`config.mk`:
```
export PLATFORM = sky130hd
export DESIGN_NAME = wdog_win
export DESIGN_NICKNAME = d
export VERILOG_FILES = /design/src/rtl/wdog_pkg.sv /design/src/rtl/wdog_mode_reg.sv /design/src/rtl/wdog_counter.sv /design/src/rtl/wdog_fault.sv /design/src/rtl/wdog_win.sv
export SDC_FILE = /design/constraint.sdc
export NUM_CORES = 1
export LEC_CHECK = 0
export BUFFER_PORTS_ARGS = -buffer_cell sky130_fd_sc_hd__buf_2
export CORE_MARGIN = 2
export CORE_UTILIZATION = 47
export DETAILED_ROUTE_END_ITERATION = 12
export PLACE_DENSITY_LB_ADDON = 0.25
export SKIP_LAST_GASP = 1
export SLEW_MARGIN = 0
export SYNTH_ARGS = -nofsm -noshare
export SYNTH_HDL_FRONTEND = slang
export SYNTH_SLANG_ARGS = --single-unit
```
`constraint.sdc`:
```
create_clock -name clk_i -period 2.55 [get_ports clk_i]
set_clock_uncertainty 0.15 [all_clocks]
set_input_delay 0.3825 -clock clk_i [delete_from_list [all_inputs] [get_ports clk_i]]
set_output_delay 0.3825 -clock clk_i [all_outputs]
set_load 0.01 [all_outputs]
```
`src/rtl/wdog_pkg.sv`:
```
`timescale 1ns/1ps
package wdog_pkg;
  localparam int DW = 32;
  localparam int AW = 2;
  localparam int CW = 12;
  localparam int KW = 8;

  localparam logic [DW-1:0] MODE_RST  = 32'h3FFF_2FFF;
  localparam logic [DW-1:0] MODE_MASK = 32'h3FFF_FFFF;
  localparam logic [KW-1:0] CTRL_KEY  = 8'hA5;

  localparam logic [AW-1:0] A_CTRL = 2'd0;
  localparam logic [AW-1:0] A_MODE = 2'd1;
  localparam logic [AW-1:0] A_STAT = 2'd2;

  localparam int B_FIEN  = 12;
  localparam int B_RSTEN = 13;
  localparam int B_DIS   = 15;
  localparam int B_DBGH  = 28;
  localparam int B_IDLEH = 29;
  localparam int DLT_LSB = 16;
endpackage

```
`src/rtl/wdog_mode_reg.sv`:
```
`timescale 1ns/1ps
module wdog_mode_reg #(
  parameter int              DW   = 32,
  parameter logic [DW-1:0]   RST  = '0,
  parameter logic [DW-1:0]   MASK = '1
) (
  input  logic          clk_i,
  input  logic          rst_ni,
  input  logic          wr_i,
  input  logic [DW-1:0] wdata_i,
  output logic [DW-1:0] mode_o,
  output logic          load_o
);
  logic          locked_q;
  logic [DW-1:0] mode_q;

  assign load_o = wr_i & ~locked_q;
  assign mode_o = mode_q;

  always_ff @(posedge clk_i or negedge rst_ni) begin
    if (!rst_ni) begin
      mode_q   <= RST;
      locked_q <= 1'b0;
    end else if (load_o) begin
      mode_q   <= wdata_i & MASK;
      locked_q <= 1'b1;
    end
  end

  p_lock_r2: assert property (@(posedge clk_i) disable iff (!rst_ni)
    (locked_q && wr_i) |=> $stable(mode_q))
    else $error("mode register changed after lock");
endmodule

```
`src/rtl/wdog_counter.sv`:
```
`timescale 1ns/1ps
module wdog_counter #(
  parameter int CW = 12
) (
  input  logic          clk_i,
  input  logic          rst_ni,
  input  logic          tick_i,
  input  logic          halt_i,
  input  logic          dis_i,
  input  logic          restart_i,
  input  logic          load_i,
  input  logic [CW-1:0] load_val_i,
  input  logic [CW-1:0] value_i,
  input  logic [CW-1:0] delta_i,
  output logic          unf_o,
  output logic          early_o
);
  localparam logic [CW-1:0] CNT_RST = '1;
  localparam logic [CW-1:0] ONE     = CW'(1);

  logic [CW-1:0] cnt_q, cnt_d;

  // mode load beats restart beats tick
  always_comb begin
    cnt_d   = cnt_q;
    unf_o   = 1'b0;
    early_o = 1'b0;
    if (load_i) begin
      cnt_d = load_val_i;
    end else if (restart_i) begin
      cnt_d   = value_i;
      early_o = ~dis_i & (cnt_q > delta_i);
    end else if (tick_i && !dis_i && !halt_i) begin
      if (cnt_q <= ONE) begin
        unf_o = 1'b1;
        cnt_d = value_i;
      end else begin
        cnt_d = cnt_q - ONE;
      end
    end
  end

  always_ff @(posedge clk_i or negedge rst_ni) begin
    if (!rst_ni) cnt_q <= CNT_RST;
    else         cnt_q <= cnt_d;
  end

  p_freeze_r8: assert property (@(posedge clk_i) disable iff (!rst_ni)
    (!load_i && !restart_i && (halt_i || dis_i)) |=> $stable(cnt_q))
    else $error("counter moved while halted or disabled");

  p_cnt_le_reload_r4: assert property (@(posedge clk_i) disable iff (!rst_ni)
    cnt_q <= value_i)
    else $error("counter above reload value");
endmodule

```
`src/rtl/wdog_fault.sv`:
```
`timescale 1ns/1ps
module wdog_fault (
  input  logic       clk_i,
  input  logic       rst_ni,
  input  logic       unf_i,
  input  logic       early_i,
  input  logic       clr_i,
  input  logic       dis_i,
  input  logic       fien_i,
  input  logic       rsten_i,
  output logic [1:0] flags_o,
  output logic       irq_o,
  output logic       rst_req_o
);
  logic unf_q, err_q, req_q;

  always_ff @(posedge clk_i or negedge rst_ni) begin
    if (!rst_ni) begin
      unf_q <= 1'b0;
      err_q <= 1'b0;
      req_q <= 1'b0;
    end else begin
      // a new fault wins over the read clear
      unf_q <= unf_i   | (unf_q & ~clr_i);
      err_q <= early_i | (err_q & ~clr_i);
      req_q <= rsten_i & (unf_i | early_i);
    end
  end

  assign flags_o   = {err_q, unf_q};
  assign irq_o     = fien_i & (unf_q | err_q);
  assign rst_req_o = req_q;

  p_set_wins_r7: assert property (@(posedge clk_i) disable iff (!rst_ni)
    (unf_i && clr_i) |=> unf_q)
    else $error("underflow flag lost to clear");

  p_req_has_flag_r6: assert property (@(posedge clk_i) disable iff (!rst_ni)
    rst_req_o |-> (unf_q || err_q))
    else $error("reset request without a fault flag");

  p_dis_quiet_r9: assert property (@(posedge clk_i) disable iff (!rst_ni)
    dis_i |-> !(unf_i || early_i))
    else $error("fault raised while disabled");
endmodule

```
`src/rtl/wdog_win.sv`:
```
`timescale 1ns/1ps
module wdog_win
  import wdog_pkg::*;
#(
  parameter int AWP = AW,
  parameter int DWP = DW
) (
  input  logic           clk_i,
  input  logic           rst_ni,
  input  logic           tick_i,
  input  logic           idle_i,
  input  logic           dbg_i,
  input  logic           we_i,
  input  logic           re_i,
  input  logic [AWP-1:0] addr_i,
  input  logic [DWP-1:0] wdata_i,
  output logic [DWP-1:0] rdata_o,
  output logic           irq_o,
  output logic           rst_req_o
);
  logic [DWP-1:0] mode;
  logic           mode_load;
  logic           restart, unf, early, halt, clr;
  logic [1:0]     flags;

  wdog_mode_reg #(.DW(DWP), .RST(MODE_RST), .MASK(MODE_MASK)) u_mode (
    .clk_i   (clk_i),
    .rst_ni  (rst_ni),
    .wr_i    (we_i && addr_i == AWP'(A_MODE)),
    .wdata_i (wdata_i),
    .mode_o  (mode),
    .load_o  (mode_load)
  );

  assign restart = we_i && addr_i == AWP'(A_CTRL)
                   && wdata_i[DWP-1 -: KW] == CTRL_KEY && wdata_i[0];
  assign halt    = (mode[B_IDLEH] & idle_i) | (mode[B_DBGH] & dbg_i);
  assign clr     = re_i && addr_i == AWP'(A_STAT);

  wdog_counter #(.CW(CW)) u_cnt (
    .clk_i      (clk_i),
    .rst_ni     (rst_ni),
    .tick_i     (tick_i),
    .halt_i     (halt),
    .dis_i      (mode[B_DIS]),
    .restart_i  (restart),
    .load_i     (mode_load),
    .load_val_i (wdata_i[CW-1:0]),
    .value_i    (mode[CW-1:0]),
    .delta_i    (mode[DLT_LSB +: CW]),
    .unf_o      (unf),
    .early_o    (early)
  );

  wdog_fault u_flt (
    .clk_i     (clk_i),
    .rst_ni    (rst_ni),
    .unf_i     (unf),
    .early_i   (early),
    .clr_i     (clr),
    .dis_i     (mode[B_DIS]),
    .fien_i    (mode[B_FIEN]),
    .rsten_i   (mode[B_RSTEN]),
    .flags_o   (flags),
    .irq_o     (irq_o),
    .rst_req_o (rst_req_o)
  );

  always_comb begin
    unique case (addr_i)
      AWP'(A_MODE): rdata_o = mode;
      AWP'(A_STAT): rdata_o = {{(DWP-2){1'b0}}, flags};
      default:      rdata_o = '0;
    endcase
  end
endmodule

```
==> impl_metrics.env <==
export IMPL_endpoint_kind="register"
export IMPL_post_route_min_period_ns=2.35
export IMPL_clk_pin_slew_ns=0.09
export IMPL_reg2reg_slack_ns=0.20
export IMPL_num_fill_cells=563
export IMPL_cts_setup_buffers=0
export IMPL_routed_via_density=5.27
export IMPL_detail_route_antenna_nets=0
export IMPL_power_density_nw_per_um2=817
export IMPL_synth_async_reset_ratio_pct=100
export IMPL_synth_compound_gate_area_share_pct=13.1
export IMPL_multi_input_area_sq_um=1490
export IMPL_holdWs_ns=0.115
export IMPL_drive_gt1_share_pct=32.3
export IMPL_initialDrtViolationCount=151
export IMPL_synthSimpleGateAreaFrac_pct=30.5
export IMPL_leakagePower_nw=1.68
export IMPL_finalSetupTns_ns=0
export IMPL_die_area_sq_um=6660
export IMPL_instances_no_fill=471
export IMPL_htreeDepth=2
export IMPL_drv_slew=0
export IMPL_status="completed"
export IMPL_clock_latency_ns=0.30
export IMPL_max_cap_viol_count=0
export IMPL_fmax_mhz=426
export IMPL_path_class="reg -> reg"
export IMPL_cts_root_buf="clkbuf_8"
export IMPL_holdCritPathClass="in -> reg"
export IMPL_grt_usage_pct=22.4
export IMPL_synthesis_area_sq_um=2830
export IMPL_grt_util_met1_pct=28.1
export IMPL_synthXorXnorAreaFrac_pct=1.24
export IMPL_rows=28
export IMPL_cts_tree="built"
export IMPL_sw_frac_of_total_pct=35.8
export IMPL_grt_use_met2_pct=39.4
export IMPL_grt_pass1_vias=2509
export IMPL_grt_use_met3_pct=4.18
export IMPL_period_share_pct=92.2
export IMPL_routed_wl_microns=6770
export IMPL_cts_made_buffers=5
export IMPL_power_switching_mw=0.980
export IMPL_worstPathRequired_ns=2.62
export IMPL_drcViolationCount=0
export IMPL_seqCellArea_sq_um=1200
export IMPL_place_port_buffers=72
export IMPL_final_util_pct=57.0
export IMPL_place_detailed_hpwl_microns=5080
export IMPL_timing_slew_headroom_pct=59.7
export IMPL_die_w_microns=81.6
export IMPL_die_y_microns=81.6
export IMPL_netlist_instances=322
export IMPL_grt_antenna_before_repair=0
export IMPL_ir_worst_vdd_v=0.000360
export IMPL_placed_area_sq_um=3260
export IMPL_p_int_mw=1.76
export IMPL_layout_commonest_cell="nand2_1"
export IMPL_avgRoutedWirePerCell_microns=14.4
export IMPL_synth_flop_cell="dfstp_2"
export IMPL_synthMuxAreaShare_pct=0
export IMPL_yosysUniqueCellTypes=48
export IMPL_start_util_pct=48.1
export IMPL_placed_cells=462
export IMPL_area_growth_pct=18.6
export IMPL_syn_area_per_cell_sq_um=8.79
export IMPL_boundaryPins=75
export IMPL_crit_fanout=18
export IMPL_synthAdderAreaFrac_pct=7.52
export IMPL_synth_yosys_seq_area_share_pct=42.4
export IMPL_yosys_warnings=0
export IMPL_power_frac_comb_pct=36.0
export IMPL_grt_overflow=0
export IMPL_hold_viol=0
export IMPL_critPathLaunchType="register"
export IMPL_synth_edff_count=0
export IMPL_setup_violations=0
export IMPL_final_cell_mix="83 x nand2_1, 72 x buf_2, 39 x dfstp_2"
export IMPL_dr_pass1_iters=4
export IMPL_synth_seq_cells=46
export IMPL_synth_top_family_by_area="simple AND/OR/NAND/NOR gates"
export IMPL_grt_pass1_wl_microns=11500
export IMPL_num_vias=2481
export IMPL_design_area_sq_um=3350
export IMPL_busiest_layer="met2"
export IMPL_rsz0062_at_grt="no"
export IMPL_insertedDiodeCount=0
export IMPL_worstPathArrival_ns=2.42
export IMPL_gp_congestion=0.861
export IMPL_grt_max_degree=31
export IMPL_fin_nets=453
export IMPL_clockBufferDepth=2
export IMPL_coreArea_sq_um=5890
export IMPL_clock_sinks=46
export IMPL_p_seq_share_pct=48.4
export IMPL_p_clk_share_pct=15.6
export IMPL_worst_pin_slew_ns=0.604
[cell type report]
cell class | instances | share of cell area [%]
Clock buffer | 8 | 2.39
Inverter | 16 | 1.79
Multi-Input combinational cell | 245 | 44.4
Sequential cell | 46 | 35.8
Tap cell | 75 | 2.80
Timing Repair Buffer | 81 | 12.8
[cells by family (layout without fill, tap and decap cells)]
| family | Yosys count | in the layout |
|---|---|---|
| DFF | 46 | 46 |
| other | 1 | 2 |
| buffers and inverters | 32 | 105 |
| AOI/OAI and AO/OA | 53 | 53 |
| and+or+nand+nor | 169 | 169 |
| xor gates and xnor gates | 4 | 4 |
| adders and majority gates | 17 | 17 |
[critical path, stage by stage, from the launching register on]
cell,delay [ns]
dfstp_2,0.58
inv_1,0.07
ha_1,0.21
o21ba_1,0.18
nand4_2,0.11
and2_1,0.51
nor2_1,0.11
o32a_1,0.35
[power groups by stage]
| stage | registers, mW | logic [mW] | clock network [mW] |
|---|---|---|---|
| floorplan | 1.26 | 0.738 | 0 |
| global placement | 1.33 | 0.947 | 0 |
| detailed placement | 1.34 | 0.984 | 0 |
| CTS | 1.33 | 0.998 | 0.446 |
| global route | 1.36 | 1.15 | 0.482 |
| finish | 1.33 | 0.987 | 0.427 |
[path summary, 6_finish.rpt]
| check | startpoint | to | cells past startpoint |
|---|---|---|---|
| hold reg to reg | u_mode.mode_o[28] | u_mode.mode_o[28] | 2 |
| hold / removal | wdata_i[13] | u_mode.mode_o[13] | 3 |
| min in group asynchronous | rst_ni | u_mode.locked_q | 2 |
| max in group asynchronous | rst_ni | u_mode.mode_o[3] | 3 |
| setup / recovery | u_cnt.cnt_q[0] | u_cnt.cnt_q[5] | 7 |
| setup reg to reg | u_cnt.cnt_q[0] | u_cnt.cnt_q[5] | 7 |
[synthesized netlist by cell type (2+ instances only)]
cell type | instances | area [sq um]
nand2_1 | 83 | 312
dfstp_2 | 39 | 1020
and2_1 | 31 | 194
ha_1 | 17 | 213
inv_1 | 16 | 60.1
nand3_1 | 12 | 60.1
o21ai_0 | 11 | 55.1
a21oi_1 | 10 | 50.1
clkbuf_1 | 9 | 33.8
nand4_1 | 8 | 50.1
nor2_1 | 8 | 30.0
dfrtp_1 | 7 | 175
a21o_1 | 4 | 30.0
a221o_1 | 4 | 40.0
a22oi_1 | 4 | 30.0
a31oi_1 | 4 | 25.0
and3_1 | 4 | 25.0
nor2b_1 | 4 | 25.0
xor2_1 | 4 | 35.0
a22o_1 | 3 | 26.3
nor3_1 | 3 | 15.0
and4b_1 | 2 | 20.0
buf_2 | 2 | 10.0
buf_4 | 2 | 15.0
buf_6 | 2 | 22.5
nand3b_1 | 2 | 15.0
nand4b_1 | 2 | 17.5
nor4bb_1 | 2 | 20.0
o211a_1 | 2 | 20.0
o21a_1 | 2 | 15.0
o32a_1 | 2 | 20.0
[flip-flops by register name, indices dropped and copies added, names as in the netlist]
signal and flops:
u_flt.err_q 1, u_flt.rst_req_o 1, u_mode.mode_o 30, u_mode.locked_q 1
u_cnt.cnt_q 12, u_flt.unf_q 1
[per-stage QoR]
step	total power, mW	worst slack (ns)
after floorplan	1.99	0.501
after global routing	2.99	0.0206
after global placement	2.28	0.225
after CTS	2.77	0.176
final	2.74	0.200
after detailed placement	2.32	0.114
[layer usage]
| layer | up-vias | wire length, microns |
|---|---|---|
| met4 | 0 | 68 |
| met2 | 60 | 3390 |
| met5 | - | 0 |
| li1 | 1240 | - |
| met3 | 10 | 278 |
| met1 | 1171 | 3030 |
[repair_timing]
item                       in CTS  in global routing
hold buffers                    1                  0
setup endpoints to repair       0                  0
resized for setup               0                  0
hold endpoints to repair        7                  0
Note: power is estimated with default switching activity, not from simulation.
